[src/rtl/modloop_pkg.sv]
`timescale 1ns/1ps
package modloop_pkg;
  // Stage chosen by a loop-closing branch
  typedef enum logic [1:0] {
    BK_KERNEL = 2'd0,  // new iteration starts
    BK_DRAIN  = 2'd1,  // in-flight iterations drain
    BK_EXIT   = 2'd2   // fall through
  } br_kind_e;
endpackage

[src/rtl/modloop_cnt.sv]
`timescale 1ns/1ps
module modloop_cnt
  import modloop_pkg::*;
#(
  parameter int unsigned LC_W = 16,
  parameter int unsigned EC_W = 6
) (
  input  logic            clk,
  input  logic            rst_n,
  input  logic            lc_wr,
  input  logic [LC_W-1:0] lc_din,
  input  logic            ec_wr,
  input  logic [EC_W-1:0] ec_din,
  input  logic            br_acc,
  output br_kind_e        kind,
  output logic [LC_W-1:0] lc_q,
  output logic [EC_W-1:0] ec_q
);
  logic [LC_W-1:0] lc_d;
  logic [EC_W-1:0] ec_d;
  logic            lc_en, ec_en;

  always_comb begin
    if (lc_q != '0)                    kind = BK_KERNEL;
    else if (ec_q > EC_W'(1))          kind = BK_DRAIN;
    else                               kind = BK_EXIT;
  end

  always_comb begin
    lc_d  = lc_q;
    ec_d  = ec_q;
    lc_en = 1'b0;
    ec_en = 1'b0;
    if (lc_wr) begin
      lc_d  = lc_din;
      lc_en = 1'b1;
    end
    if (ec_wr) begin
      ec_d  = ec_din;
      ec_en = 1'b1;
    end
    if (br_acc) begin
      unique case (kind)
        BK_KERNEL: begin
          lc_d  = lc_q - LC_W'(1);
          lc_en = 1'b1;
        end
        BK_DRAIN: begin
          ec_d  = ec_q - EC_W'(1);
          ec_en = 1'b1;
        end
        default: begin
          if (ec_q != '0) begin
            ec_d  = ec_q - EC_W'(1);
            ec_en = 1'b1;
          end
        end
      endcase
    end
  end

  always_ff @(posedge clk or negedge rst_n) begin
    if (!rst_n) begin
      lc_q <= '0;
      ec_q <= '0;
    end else begin
      if (lc_en) lc_q <= lc_d;
      if (ec_en) ec_q <= ec_d;
    end
  end
endmodule

[src/rtl/modloop_predrot.sv]
`timescale 1ns/1ps
module modloop_predrot #(
  parameter int unsigned PR_N   = 64,
  parameter int unsigned PR_ROT = 16
) (
  input  logic            clk,
  input  logic            rst_n,
  input  logic            pr_wr,
  input  logic [PR_N-1:0] pr_din,
  input  logic            rot_en,
  input  logic            fill,
  output logic [PR_N-1:0] pr_vec
);
  logic [PR_N-1:1] rp_q, rp_d;
  logic            rp_en;

  // Predicate 0 is a constant one; only bits PR_N-1..1 are stored.
  assign pr_vec = {rp_q, 1'b1};

  always_comb begin
    rp_d  = rp_q;
    rp_en = 1'b0;
    if (pr_wr) begin
      rp_d  = pr_din[PR_N-1:1];
      rp_en = 1'b1;
    end else if (rot_en) begin
      // The top predicate would wrap into PR_ROT, but the fill bit replaces it.
      rp_d[PR_N-1:PR_ROT+1] = rp_q[PR_N-2:PR_ROT];
      rp_d[PR_ROT]          = fill;
      rp_en                 = 1'b1;
    end
  end

  always_ff @(posedge clk or negedge rst_n) begin
    if (!rst_n)     rp_q <= '0;
    else if (rp_en) rp_q <= rp_d;
  end
endmodule

[src/rtl/modloop_rename.sv]
`timescale 1ns/1ps
module modloop_rename #(
  parameter int unsigned GR_N     = 128,
  parameter int unsigned ROT_BASE = 32
) (
  input  logic                    clk,
  input  logic                    rst_n,
  input  logic                    rot_en,
  input  logic [$clog2(GR_N)-1:0] map_log,
  output logic [$clog2(GR_N)-1:0] map_phys,
  output logic [$clog2(GR_N)-1:0] rrb_q
);
  localparam int unsigned GR_W  = $clog2(GR_N);
  localparam int unsigned ROT_N = GR_N - ROT_BASE;
  localparam int unsigned SW    = GR_W + 1;

  logic [GR_W-1:0] rrb_d;
  logic [SW-1:0]   rel, sum;

  always_comb begin
    if (rrb_q == '0) rrb_d = GR_W'(ROT_N - 1);
    else             rrb_d = rrb_q - GR_W'(1);
  end

  always_ff @(posedge clk or negedge rst_n) begin
    if (!rst_n)      rrb_q <= '0;
    else if (rot_en) rrb_q <= rrb_d;
  end

  always_comb begin
    rel = SW'(map_log) - SW'(ROT_BASE);
    sum = rel + SW'(rrb_q);
    if (sum >= SW'(ROT_N)) sum = sum - SW'(ROT_N);
    if (map_log < GR_W'(ROT_BASE)) map_phys = map_log;
    else                           map_phys = GR_W'(SW'(ROT_BASE) + sum);
  end
endmodule

[src/rtl/modloop_ctl.sv]
`timescale 1ns/1ps
module modloop_ctl
  import modloop_pkg::*;
#(
  parameter int unsigned LC_W     = 16,
  parameter int unsigned EC_W     = 6,
  parameter int unsigned PR_N     = 64,
  parameter int unsigned PR_ROT   = 16,
  parameter int unsigned GR_N     = 128,
  parameter int unsigned ROT_BASE = 32
) (
  input  logic                    clk,
  input  logic                    rst_n,
  input  logic                    lc_wr,
  input  logic [LC_W-1:0]         lc_din,
  input  logic                    ec_wr,
  input  logic [EC_W-1:0]         ec_din,
  input  logic                    pr_wr,
  input  logic [PR_N-1:0]         pr_din,
  input  logic                    loop_br,
  input  logic [$clog2(GR_N)-1:0] map_log,
  output logic                    resp_vld,
  output logic                    resp_taken,
  output logic [LC_W-1:0]         lc_cur,
  output logic [EC_W-1:0]         ec_cur,
  output logic [PR_N-1:0]         pr_vec,
  output logic [$clog2(GR_N)-1:0] rrb_cur,
  output logic [$clog2(GR_N)-1:0] map_phys
);
  logic [1:0] rst_sync;
  logic       rst_i;
  logic       br_acc, taken, fill;
  br_kind_e   kind;
  logic       vld_d, tkn_d;

  // Asynchronous assertion, synchronous release
  always_ff @(posedge clk or negedge rst_n) begin
    if (!rst_n) rst_sync <= '0;
    else        rst_sync <= {rst_sync[0], 1'b1};
  end
  assign rst_i = rst_sync[1];

  assign br_acc = loop_br & ~(lc_wr | ec_wr | pr_wr);
  assign taken  = (kind != BK_EXIT);
  assign fill   = (kind == BK_KERNEL);

  modloop_cnt #(.LC_W(LC_W), .EC_W(EC_W)) u_cnt (
    .clk(clk), .rst_n(rst_i), .lc_wr(lc_wr), .lc_din(lc_din),
    .ec_wr(ec_wr), .ec_din(ec_din), .br_acc(br_acc), .kind(kind),
    .lc_q(lc_cur), .ec_q(ec_cur)
  );

  modloop_predrot #(.PR_N(PR_N), .PR_ROT(PR_ROT)) u_pred (
    .clk(clk), .rst_n(rst_i), .pr_wr(pr_wr), .pr_din(pr_din),
    .rot_en(br_acc & taken), .fill(fill), .pr_vec(pr_vec)
  );

  modloop_rename #(.GR_N(GR_N), .ROT_BASE(ROT_BASE)) u_ren (
    .clk(clk), .rst_n(rst_i), .rot_en(br_acc & taken),
    .map_log(map_log), .map_phys(map_phys), .rrb_q(rrb_cur)
  );

  always_comb begin
    vld_d = br_acc;
    tkn_d = br_acc & taken;
  end

  always_ff @(posedge clk or negedge rst_i) begin
    if (!rst_i) begin
      resp_vld   <= 1'b0;
      resp_taken <= 1'b0;
    end else begin
      resp_vld   <= vld_d;
      resp_taken <= tkn_d;
    end
  end
endmodule

[config.mk]
export PLATFORM = sky130hd
export DESIGN_NAME = modloop_ctl
export DESIGN_NICKNAME = d
export VERILOG_FILES = /design/src/rtl/modloop_pkg.sv /design/src/rtl/modloop_cnt.sv /design/src/rtl/modloop_predrot.sv /design/src/rtl/modloop_rename.sv /design/src/rtl/modloop_ctl.sv
export SDC_FILE = /design/constraint.sdc
export NUM_CORES = 1
export LEC_CHECK = 0
export BUFFER_PORTS_ARGS = -buffer_cell sky130_fd_sc_hd__buf_2
export CAP_MARGIN = 20
export CORE_AREA = 2 2 108 110
export CTS_BUF_LIST = sky130_fd_sc_hd__clkbuf_8
export DETAILED_ROUTE_END_ITERATION = 8
export DIE_AREA = 0 0 110 112
export PLACE_DENSITY_LB_ADDON = 0.08
export SLEW_MARGIN = 20
export SYNTH_ARGS = -nofsm -noshare
export SYNTH_HDL_FRONTEND = slang
export SYNTH_SLANG_ARGS = --single-unit
[constraint.sdc]
create_clock -name clk -period 2.8 [get_ports clk]
set_clock_uncertainty 0.15 [all_clocks]
set_input_delay 0.28 -clock clk [delete_from_list [all_inputs] [get_ports clk]]
set_output_delay 0.28 -clock clk [all_outputs]
set_load 0.02 [all_outputs]
## Word-level counts from Yosys, hierarchy flattened

Cells that the tools add are included.
W data, S select, Z words.

- Order comparisons: 3
- Equality and inequality tests: 2
- Muxes and demuxes: 23
- Bitwise gates (word level): 5
- Reductions and logical operators: 7
- Add/sub/neg operators: 7

Operator list:

| operator | number |
|---|---|
| $mux W48 | 2 |
| $mux W16 | 3 |
| $mux W7 | 3 |
| $mux W6 | 3 |
| $reduce_bool A16 Y1 | 1 |
| $sub A16 B1 Y16 const B | 1 |
| $pmux W6 S2 | 1 |
| $add A8 B7 Y8 | 1 |
| $ge A8 B7 Y1 const B | 1 |
| $mux W1 | 8 |
| $sub A7 B6 Y8 const B | 1 |
| $add A6 B7 Y7 const A | 1 |
| $logic_not A7 Y1 | 1 |
| $lt A7 B6 Y1 const B | 1 |
| $sub A7 B1 Y7 const B | 1 |
| $sub A7 B7 Y7 const B | 1 |
| $gt A6 B1 Y1 const B | 1 |
| $reduce_bool A6 Y1 | 1 |
| $sub A6 B1 Y6 const B | 1 |
| $mux W2 | 2 |
| $reduce_and A2 Y1 | 2 |
| $and A1 B1 Y1 | 2 |
| $eq A2 B1 Y1 const B | 1 |
| $logic_not A2 Y1 | 1 |
| other kinds (5) | 6 |

- Logic and storage cells: 55
- Register bits: 96
- Bits of input ports: 99
- Output and inout port bits: 102

## Longest topological paths before layout

Gate-level depths: netlist of run 1.

- Word-level depth: 8
- Gate-level depth with buffers: 11
- Gate-level depth less buffers: 10

## By module

A second synthesis of run 1 with hierarchy kept.

- Cells, all modules: 515
- Area, all modules: 5290.1 sq um

Modules (own cells, without submodules):

| module | cells each | times used | area an instance (sq um) | seq. area each (sq um) |
|---|---|---|---|---|
| modloop_predrot | 242 | 1 | 2810.2 | 1576.5 |
| modloop_cnt | 168 | 1 | 1506.4 | 550.5 |
| modloop_rename | 96 | 1 | 830.8 | 175.2 |
| modloop_ctl | 9 | 1 | 142.6 | 100.1 |

## Worst setup path after synthesis of run 1

Ideal clock, no wire load.

- Path kind: reg-to-output
- Start: register u_ren.rrb_q[1]
- End: output map_phys[6]
- Required time: 2.370 ns
- Slack: -0.503 ns
- Cell stages (with the launch flop): 11
- Buffers on the path: 0
- Arrival: 2.873 ns
- Cells stage by stage: dfrtp_1 -> ha_1 -> ha_1 -> inv_1 -> fa_1 -> nand2b_1 -> a21oi_1 -> mux2i_1 -> a22oi_1 -> a211o_1 -> a21oi_1

- Cells in the longest elaborated chain, start to end: 5
- Elaborated cells on any way between the ends: 6
- Classes of those cells: add/sub: 3; order compare: 1; mux: 2

Ends and longest elaborated chain:

| element | line | RTL |
|---|---|---|
| start, declared | modloop_rename.sv:11 | `output logic [$clog2(GR_N)-1:0] rrb_q` |
| start signal, assigned | modloop_rename.sv:27 | `else if (rot_en) rrb_q <= rrb_d;` |
| $add A8 B7 Y8 * | modloop_rename.sv:32 | `sum = rel + SW'(rrb_q);` |
| $sub A7 B7 Y7 or $ge A8 B7 Y1 (tied branches) | modloop_rename.sv:33 | `if (sum >= SW'(ROT_N)) sum = sum - SW'(ROT_N);` |
| $mux W7 * | modloop_rename.sv:33 |  |
| $add A6 B7 Y7 * | modloop_rename.sv:35 | `else map_phys = GR_W'(SW'(ROT_BASE) + sum);` |
| $mux W7 * | modloop_rename.sv:34 | `if (map_log < GR_W'(ROT_BASE)) map_phys = map_log;` |
| end, declared | modloop_ctl.sv:28 | `output logic [$clog2(GR_N)-1:0] map_phys` |

Every way passes the cells marked *; elsewhere a longest branch is shown, timed or not.

## Worst setup path in the final report of run 1

Ends and elaborated chain as after synthesis.

==> results of run 1 <==
[where the power goes]
part	internal, mW	switching (mW)
Combinational	1.07	1.28
Sequential	1.56	0.155
Clock	0.332	0.521
Total	2.97	1.95
[flip-flops by register name (all words and copies together), names as in the netlist]
signal,cells
u_ren.rrb_q,7
u_cnt.ec_q,6
u_pred.rp_q,63
resp_vld,1
u_cnt.lc_q,16
rst_sync,2
resp_taken,1
[layout make-up]
class                           count  area [um2]
Fill cell                         928        3810
Tap cell                          143         179
Antenna cell                        1        2.50
Inverter                           22        82.6
Clock inverter                      7        55.1
Timing Repair Buffer              298        1920
Sequential cell                    96        2410
Clock buffer                        9         124
Multi-Input combinational cell    380        2580
[stage by stage]
stage               std cells  cell area (um2)
finish                    956             7360
global route              956             7360
CTS                       948             7280
detailed placement        871             6370
global placement          871             6370
floorplan                 533             5100
[worst max-delay path by stage]
| stage | startpoint | to | slack [ns] | depth (start not counted) |
|---|---|---|---|---|
| 2_1_floorplan | u_ren.rrb_q[1] | map_phys[6] | -0.17 | 10 |
| 3_3_place_gp | map_log[1] | map_phys[6] | -0.08 | 12 |
| 3_5_place_dp | map_log[1] | map_phys[6] | -0.16 | 12 |
| 4_1_cts | u_ren.rrb_q[1] | map_phys[6] | -0.46 | 11 |
| 5_1_grt | u_ren.rrb_q[1] | map_phys[6] | -0.64 | 11 |
| 6_report | u_ren.rrb_q[1] | map_phys[6] | -0.47 | 11 |
[what timing repair did]
item / CTS / global route
setup buffers: 3 / 6
gates resized for setup: 21 / 8
hold buffers: 58 / 2
hold endpoints to repair: 59 / 2
pin swaps: 11 / 6
setup endpoints to repair: 2 / 10
[worst register-to-register path: cells and delay by family, from the launching register on]
kind	cells	cell delay, ns
AND/OR/NAND/NOR	3	0.97
buffers and inverters	3	0.40
adder cells (fa/ha/maj)	1	0.14
AO/OA/AOI/OAI	3	0.60
flip-flops	1	0.42
[metal layers]
metal	part of all wire [%]	track usage [%]	wire length [um]
met2	49	38.7	7160
met5	0	0	0
met3	7.3	5.56	1060
met1	42	31.2	6180
met4	1.2	7.85	176
[kinds of logic (layout without fill, tap and decap cells)]
kind of cell	Yosys count	in the layout	synth area share [%]
AO/OA/AOI/OAI	168	168	22.0
XOR/XNOR	8	8	1.39
adder cells (fa/ha/maj)	19	19	4.88
buffers and inverters	57	336	4.38
flip-flops	96	96	47.8
multiplexers	23	23	5.08
other	1	3	0.0746
AND/OR/NAND/NOR	160	160	14.3
[cells in the mapped netlist (2+ instances only)]
| cell type | instances |
|---|---|
| sky130_fd_sc_hd__buf_1 | 2 |
| sky130_fd_sc_hd__xnor2_1 | 4 |
| sky130_fd_sc_hd__a211o_1 | 2 |
| sky130_fd_sc_hd__mux2i_1 | 3 |
| sky130_fd_sc_hd__xor2_1 | 4 |
| sky130_fd_sc_hd__nor2b_1 | 3 |
| sky130_fd_sc_hd__o311ai_0 | 5 |
| sky130_fd_sc_hd__a221o_1 | 3 |
| sky130_fd_sc_hd__mux2_2 | 19 |
| sky130_fd_sc_hd__nand2_1 | 75 |
| sky130_fd_sc_hd__inv_1 | 21 |
| sky130_fd_sc_hd__ha_1 | 18 |
| sky130_fd_sc_hd__a311oi_1 | 6 |
| sky130_fd_sc_hd__or3_1 | 2 |
| sky130_fd_sc_hd__a22oi_1 | 48 |
| sky130_fd_sc_hd__a31oi_1 | 3 |
| sky130_fd_sc_hd__a21o_1 | 2 |
| sky130_fd_sc_hd__clkbuf_1 | 30 |
| sky130_fd_sc_hd__nand4_1 | 2 |
| sky130_fd_sc_hd__o211ai_1 | 5 |
| sky130_fd_sc_hd__a21oi_1 | 17 |
| sky130_fd_sc_hd__o21ai_0 | 64 |
| sky130_fd_sc_hd__or2_2 | 2 |
| sky130_fd_sc_hd__dfrtp_1 | 96 |
| sky130_fd_sc_hd__nand3_1 | 9 |
| sky130_fd_sc_hd__or4_1 | 3 |
| sky130_fd_sc_hd__nor3b_1 | 4 |
| sky130_fd_sc_hd__nor4_1 | 5 |
| sky130_fd_sc_hd__nand2b_1 | 4 |
| sky130_fd_sc_hd__nor2_1 | 33 |
| sky130_fd_sc_hd__nor3_1 | 13 |
| sky130_fd_sc_hd__o22ai_1 | 2 |
==> run summary, run 1 <==
Crit path required time: 2.37 ns
number of vias per cell: 5.38
vias in the first global route: 4958
Die Y-Extent: 112 um
cell with the most instances on the worst path: sky130_fd_sc_hd__ha_4
clock sink count: 96
worst IR drop on VDD: 671 uV
cell row count: 39
Worst Reg-to-Reg Cells: 10
mean post-synth cell area: 9.44 um2
total length of routed wires: 14600 um
wire length of the first global-routing pass: 23400 um
Clk Latency, worst-skew pair: 0.38 ns
most frequent cells in the layout: sky130_fd_sc_hd__buf_2, sky130_fd_sc_hd__dfrtp_1, sky130_fd_sc_hd__nand2_1, sky130_fd_sc_hd__o21ai_0, sky130_fd_sc_hd__dlygate4sd3_1
clock slew seen by the registers of the worst setup and hold paths: 0.10 ns
Final Power: 4.92 mW
category of the worst setup path launch point: register
r2r setup slk: 0.07 ns
antenna violations before repair: 1
CP Capture Type: primary output
path type of the worst setup path: register to primary output
die span in x: 110 um
Max FO, Critical Path: 5
run status: finished with violations
Post-synth EDFFs: 0
Yosys warning total: 0
final-report hold violation count: 0
core region area: 11200 um2
count of port buffers added during placement: 198
Min-Delay Endpoint: u_pred.rp_q[47]
Power Density: 668 nW/um2
endpoint of the worst-slack reg-to-reg timing path: u_cnt.ec_q[4]
H-tree levels: 3
DIE AREA: 12300 um2
setup TNS: -0.918 ns
hold path startpoint: pr_din[47]
count of state elements after synthesis: 96
CTS Buf Count: 9
cell type of the slowest stage on the worst timing path: sky130_fd_sc_hd__dfrtp_2
fraction of final layout cells with drive strength greater than 1: 38.1%
proportion of synthesized chip area in sequential cells: 47.8%
Util after Layout: 65.9%
DP Worst Slack: -0.160 ns
slew of the pin with the lowest slew margin: 1.04 ns
post-layout min period: 3.27 ns
vias after detailed routing: 5146
Syn Std Cell Area: 5020 um2
number of cells on the worst hold path: 3
buffer depth of the longest clock path: 2
root cell of the clock tree: sky130_fd_sc_hd__clkbuf_8
WL/cell: 15.2 um
CTS tree: done
Post-synth top flop: sky130_fd_sc_hd__dfrtp_1
static leakage power: 3.47 nW
path category of the worst min-delay check: input port to register
period utilization: 117%
Relative slew margins: 30.9%
kind of cell with the highest combined delay on the critical path: adder cells
maximum clock frequency: 305 MHz
GRT Util Overall: 23.8%
cell taking the most area after synthesis: sky130_fd_sc_hd__dfrtp_1
critical register-to-register path startpoint: u_cnt.lc_q[1]
Final Worst Setup Slack: -0.475 ns
number of detailed-route iterations in the first pass: 4
ordered list of cells on the worst path: ha_4 > ha_4 > inv_2 > fa_2 > nand2b_4 > a21oi_4 > mux2i_1 > a22oi_1 > a211o_1 > a21oi_2 > buf_4
detailed router's first-iteration violation count: 444
pin count of the biggest net entering global routing: 112
number of pins exceeding their max-slew limit in the final report: 0
count of antenna-violating nets left after detailed routing: 0
dominant cells by area after synthesis: sky130_fd_sc_hd__dfrtp_1, sky130_fd_sc_hd__a22oi_1, sky130_fd_sc_hd__o21ai_0, sky130_fd_sc_hd__nand2_1, sky130_fd_sc_hd__ha_1
hold slack: 0.0119 ns
final setup fails: 2
ys async rst share: 100%
Final #Nets: 925
unrepaired setup endpoints after global routing: yes
area share of the largest cell type after synthesis: 47.8%
HPWL after detailed placement: 9800 um
unique cell type count in the Yosys netlist: 55
total DRC errors in the routed layout: 0
P&R area growth vs syn: 46.6%
number of buffer and inverter stages on the critical path: 2
effective utilization at floorplan: 45.0%
maximum single-stage delay on the critical path: 0.43 ns
violated checks: negative setup slack
commonest non-fill, non-tap cell in the layout: sky130_fd_sc_hd__buf_2
signal arrival time at the worst endpoint: 2.84 ns
Ports: 201
Post-Synthesis Cells: 532
global-route congestion overflow total: 0
maxcap violations: 0
Routability Congestion: 0.821
No activity file was read; power rests on OpenSTA's default activity.
==> run 2: changes to the inputs <==
CORE_AREA = 2 2 103 115   (was 2 2 108 110)
DIE_AREA = 0 0 105 117   (was 0 0 110 112)
==> run summary, run 2 (synthesized netlist as in run 1, its figures left out) <==
ordered list of cells on the worst path: ha_4 > ha_4 > inv_2 > fa_2 > nand2b_4 > a21oi_4 > buf_4 > o32ai_1 > o21ai_0 > a211o_1 > a21oi_2 > buf_4
Power Density: 681 nW/um2
run status: finished with violations
most frequent cells in the layout: sky130_fd_sc_hd__buf_2, sky130_fd_sc_hd__dfrtp_1, sky130_fd_sc_hd__nand2_1, sky130_fd_sc_hd__o21ai_0, sky130_fd_sc_hd__a22oi_1
Crit path required time: 2.37 ns
global-route congestion overflow total: 0
number of vias per cell: 5.30
H-tree levels: 3
category of the worst setup path launch point: register
CTS Buf Count: 9
kind of cell with the highest combined delay on the critical path: compound AO/OA/AOI/OAI gates
multi-input gate area in the final layout: 2610 um2
P&R area growth vs syn: 45.4%
Relative slew margins: 33.0%
cell row count: 41
number of detailed-route iterations in the first pass: 4
HPWL after detailed placement: 9920 um
post-route cell area: 7300 um2
core region area: 11200 um2
clock slew seen by the registers of the worst setup and hold paths: 0.10 ns
vias after detailed routing: 5032
GRT Util Overall: 22.6%
unrepaired setup endpoints after global routing: yes
signal arrival time at the worst endpoint: 2.80 ns
worst IR drop on VDD: 563 uV
cell type of the slowest stage on the worst timing path: sky130_fd_sc_hd__dfrtp_2
Util after Layout: 65.3%
Final #Nets: 913
most flop-heavy register: u_pred.rp_q
static leakage power: 3.46 nW
count of port buffers added during placement: 198
CTS tree: done
total DRC errors in the routed layout: 0
number of buffer and inverter stages on the critical path: 3
CP Capture Type: primary output
wire length of the first global-routing pass: 22500 um
violated checks: negative setup slack
root cell of the clock tree: sky130_fd_sc_hd__clkbuf_8
clock sink count: 96
number of pins exceeding their max-slew limit in the final report: 0
count of antenna-violating nets left after detailed routing: 0
WL/cell: 15.1 um
antenna diode instance count: 0
max reg flops: 63
number of inserted filler cells in the final layout: 992
total length of routed wires: 14400 um
maximum clock frequency: 310 MHz
maxcap violations: 0
post-layout min period: 3.23 ns
Max FO, Critical Path: 4
vias in the first global route: 4808
Routability Congestion: 0.876
commonest non-fill, non-tap cell in the layout: sky130_fd_sc_hd__buf_2
effective utilization at floorplan: 44.9%
Placed Instance Area: 6370 um2
path category of the worst min-delay check: input port to register
buffer depth of the longest clock path: 2
Die Y-Extent: 117 um
storage element area: 2410 um2
Final Worst Setup Slack: -0.431 ns
period utilization: 115%
path type of the worst setup path: register to primary output
Clk Latency, worst-skew pair: 0.36 ns
DIE AREA: 12300 um2
pin count of the biggest net entering global routing: 112
final setup fails: 4
detailed router's first-iteration violation count: 325
maximum single-stage delay on the critical path: 0.43 ns
slew of the pin with the lowest slew margin: 1.01 ns
Largest regs: u_pred.rp_q: 63 flops, u_cnt.lc_q: 16 flops, u_ren.rrb_q: 7 flops
fraction of final layout cells with drive strength greater than 1: 39.8%
Ports: 201
antenna violations before repair: 0
final-report hold violation count: 0
die span in x: 105 um
==> run 2: cell types whose count changed in the layout (fill, tap and decap cells not counted), sizes merged <==
cell	change
diode	-1
clkinv	+2
dlygate4sd3	-14
bufinv	+1
inv	-1
buf	+2
clkbuf	+1
clkinvlp	-3
==> run 2: per-stage QoR <==
| step | std cells | power, mW | hold WS [ns] | worst slack [ns] | TNS, ns |
|---|---|---|---|---|---|
| finish | 950 | 4.97 | 0.0114 | -0.431 | -0.825 |
| global route | 950 | 5.31 | 0.0110 | -0.521 | -1.55 |
| CTS | 940 | 4.89 | 0.00221 | -0.450 | -0.820 |
| detailed placement | 876 | 3.73 | -0.0812 | -0.177 | -0.321 |
| global placement | 876 | 3.67 | -0.0839 | -0.0859 | -0.131 |
| floorplan | 533 | 3.03 | -0.166 | -0.165 | -0.362 |
==> run 2: worst register-to-register path: cells and delay by family (launching register included) <==
kind / cells / cell delay (ns)
buf+inv: 2 / 0.27
flops: 1 / 0.42
compound gates: 2 / 0.43
simple gates: 3 / 1.01
mux: 1 / 0.30
fa+ha+maj: 1 / 0.14
==> run 2: where the power goes <==
group | internal, mW | leakage [nW] | total, mW | switching (mW)
clock | 0.441 | 0.108 | 0.931 | 0.489
sequential | 1.56 | 1.14 | 1.72 | 0.157
combinational | 1.04 | 2.20 | 2.32 | 1.28
total | 3.05 | 3.46 | 4.97 | 1.92
==> run 2: what timing repair did <==
action	CTS	global route
hold buffers	46	0
buffers inserted	2	10
gates cloned	0	0
endpoints found under the setup margin	2	8
resized for setup	19	21
hold endpoints to repair	47	0
pin swaps	13	6
==> run 2: final timing paths <==
| kind | startpoint | slack (ns) | end | cells past startpoint |
|---|---|---|---|---|
| min in group asynchronous | rst_n | 0.11 | rst_sync[0] | 2 |
| worst min-delay path | lc_din[11] | 0.01 | u_cnt.lc_q[11] | 3 |
| max in group asynchronous | rst_sync[1] | 1.46 | u_pred.rp_q[28] | 1 |
| worst min register to register | rst_sync[0] | 0.22 | rst_sync[1] | 0 |
| worst max register to register | u_cnt.lc_q[1] | -0.02 | u_cnt.ec_q[5] | 9 |
| worst max-delay path | u_ren.rrb_q[1] | -0.43 | map_phys[6] | 12 |
==> run 2: layout make-up <==
type | instances | area share (%)
Multi-Input combinational cell | 380 | 35.8
Tap cell | 150 | 2.57
Clock inverter | 6 | 0.891
Timing Repair Buffer | 286 | 24.7
Clock buffer | 10 | 1.88
Inverter | 22 | 1.13
Sequential cell | 96 | 33.0
==> run 2: per-layer routing <==
metal  global-route usage [%]  share of wire, %  vias up
met5                        0                 0        -
met4                     8.44               2.3        0
met3                     5.09               5.4       29
met2                     39.7                52      155
met1                     27.4                40     2399
li1                         -                 -     2449
==> run 3: changes to the inputs <==
TNS_END_PERCENT = 20   (was not set)
==> run summary, run 3 (synthesized netlist as in run 1, its figures left out) <==
slew of the pin with the lowest slew margin: 0.998 ns
number of detailed-route iterations in the first pass: 6
Largest regs: u_pred.rp_q: 63 flops, u_cnt.lc_q: 16 flops, u_ren.rrb_q: 7 flops
multi-input gate area in the final layout: 2580 um2
Power Density: 697 nW/um2
path category of the worst min-delay check: input port to register
cell row count: 41
placed cells: 880
commonest non-fill, non-tap cell in the layout: sky130_fd_sc_hd__buf_2
Routability Congestion: 0.892
total DRC errors in the routed layout: 0
post-layout min period: 3.23 ns
Ports: 201
Relative slew margins: 33.5%
antenna violations before repair: 0
number of cells on the worst hold path: 3
GRT Util Overall: 22.6%
antenna diode instance count: 0
count of port buffers added during placement: 198
HPWL after detailed placement: 9790 um
post-route cell area: 7380 um2
H-tree levels: 3
global-route layer with the greatest usage: met2
unrepaired setup endpoints after global routing: yes
setup TNS: -0.807 ns
category of the worst setup path launch point: register
number of pins exceeding their max-slew limit in the final report: 0
fraction of final layout cells with drive strength greater than 1: 38.2%
violated checks: negative setup slack
Util after Layout: 66.0%
count of antenna-violating nets left after detailed routing: 0
CP Capture Type: primary output
Max FO, Critical Path: 3
final setup fails: 3
global-route congestion overflow total: 0
met1 usage in global routing: 28.5%
Final #Nets: 921
storage element area: 2410 um2
run status: finished with violations
CTS Buf Count: 9
Final Power: 5.14 mW
DP Worst Slack: -0.123 ns
Placed Instance Area: 6380 um2
most frequent cells in the layout: sky130_fd_sc_hd__buf_2, sky130_fd_sc_hd__dfrtp_1, sky130_fd_sc_hd__nand2_1, sky130_fd_sc_hd__o21ai_0, sky130_fd_sc_hd__dlygate4sd3_1
maximum clock frequency: 310 MHz
signal arrival time at the worst endpoint: 2.80 ns
period utilization: 115%
static leakage power: 3.48 nW
hold slack: 0.0209 ns
Clk Latency, worst-skew pair: 0.36 ns
number of vias per cell: 5.28
fin cells: 958
clock slew seen by the registers of the worst setup and hold paths: 0.10 ns
Crit path required time: 2.37 ns
met3 track demand over resource in global routing: 4.04%
die span in x: 105 um
root cell of the clock tree: sky130_fd_sc_hd__clkbuf_8
WL/cell: 15.1 um
effective utilization at floorplan: 44.9%
Critical path origin: u_ren.rrb_q[1]
hold path startpoint: pr_din[49]
worst IR drop on VDD: 572 uV
most flop-heavy register: u_pred.rp_q
DIE AREA: 12300 um2
maxcap violations: 0
buffer depth of the longest clock path: 2
number of inserted filler cells in the final layout: 967
final-report hold violation count: 0
Final Worst Setup Slack: -0.425 ns
vias after detailed routing: 5062
P&R area growth vs syn: 46.9%
Worst Reg-to-Reg Cells: 8
critical register-to-register path startpoint: u_cnt.lc_q[0]
pin count of the biggest net entering global routing: 112
Die Y-Extent: 117 um
wire length of the first global-routing pass: 22500 um
CTS tree: done
total length of routed wires: 14500 um
vias in the first global route: 4706
max reg flops: 63
path type of the worst setup path: register to primary output
core region area: 11200 um2
global-route track usage on met2: 39.7%
clock sink count: 96
detailed router's first-iteration violation count: 313
[run 3: power breakdown]
group | internal, mW | switching, mW
Combinational | 1.10 | 1.31
Sequential | 1.56 | 0.143
Clock | 0.531 | 0.498
[run 3: final cells by class]
class / count / share of cell area [%]
clock buffers: 10 / 1.87
clock inverters: 6 / 1.20
inverters: 22 / 1.17
multi-input cells: 380 / 34.9
flip-flops and latches: 96 / 32.7
well taps: 150 / 2.54
repair buffers: 294 / 25.6
[run 3: timing repair]
action,CTS,global route
hold endpoints to repair,55,0
hold buffers,54,0
setup buffers,3,4
resized for setup,10,27
setup endpoints to repair,3,60
pin swaps,8,14
cloned,0,1
[run 3: routing by layer]
layer	up-vias	wire [um]
met5	-	0
met4	0	329
met3	29	708
met2	158	7600
met1	2411	5860
li1	2464	-
[run 3: critical path, cell delays in order (launching register included)]
cell	delay (ns)
sky130_fd_sc_hd__dfrtp_2	0.43
sky130_fd_sc_hd__ha_4	0.28
sky130_fd_sc_hd__ha_4	0.13
sky130_fd_sc_hd__inv_2	0.03
sky130_fd_sc_hd__fa_2	0.34
sky130_fd_sc_hd__nand2b_4	0.17
sky130_fd_sc_hd__a21oi_4	0.18
sky130_fd_sc_hd__buf_4	0.17
sky130_fd_sc_hd__o32ai_2	0.08
sky130_fd_sc_hd__o21ai_1	0.20
sky130_fd_sc_hd__nand3b_1	0.14
sky130_fd_sc_hd__a21oi_2	0.17
sky130_fd_sc_hd__buf_6	0.13
[run 3: final timing paths]
path	slack, ns	end
setup / recovery	-0.43	map_phys[6]
hold / removal	0.02	u_pred.rp_q[49]
setup reg to reg	0.09	u_cnt.ec_q[1]
hold reg to reg	0.20	u_pred.rp_q[5]
max in group asynchronous	1.66	u_pred.rp_q[27]
min in group asynchronous	0.06	rst_sync[1]
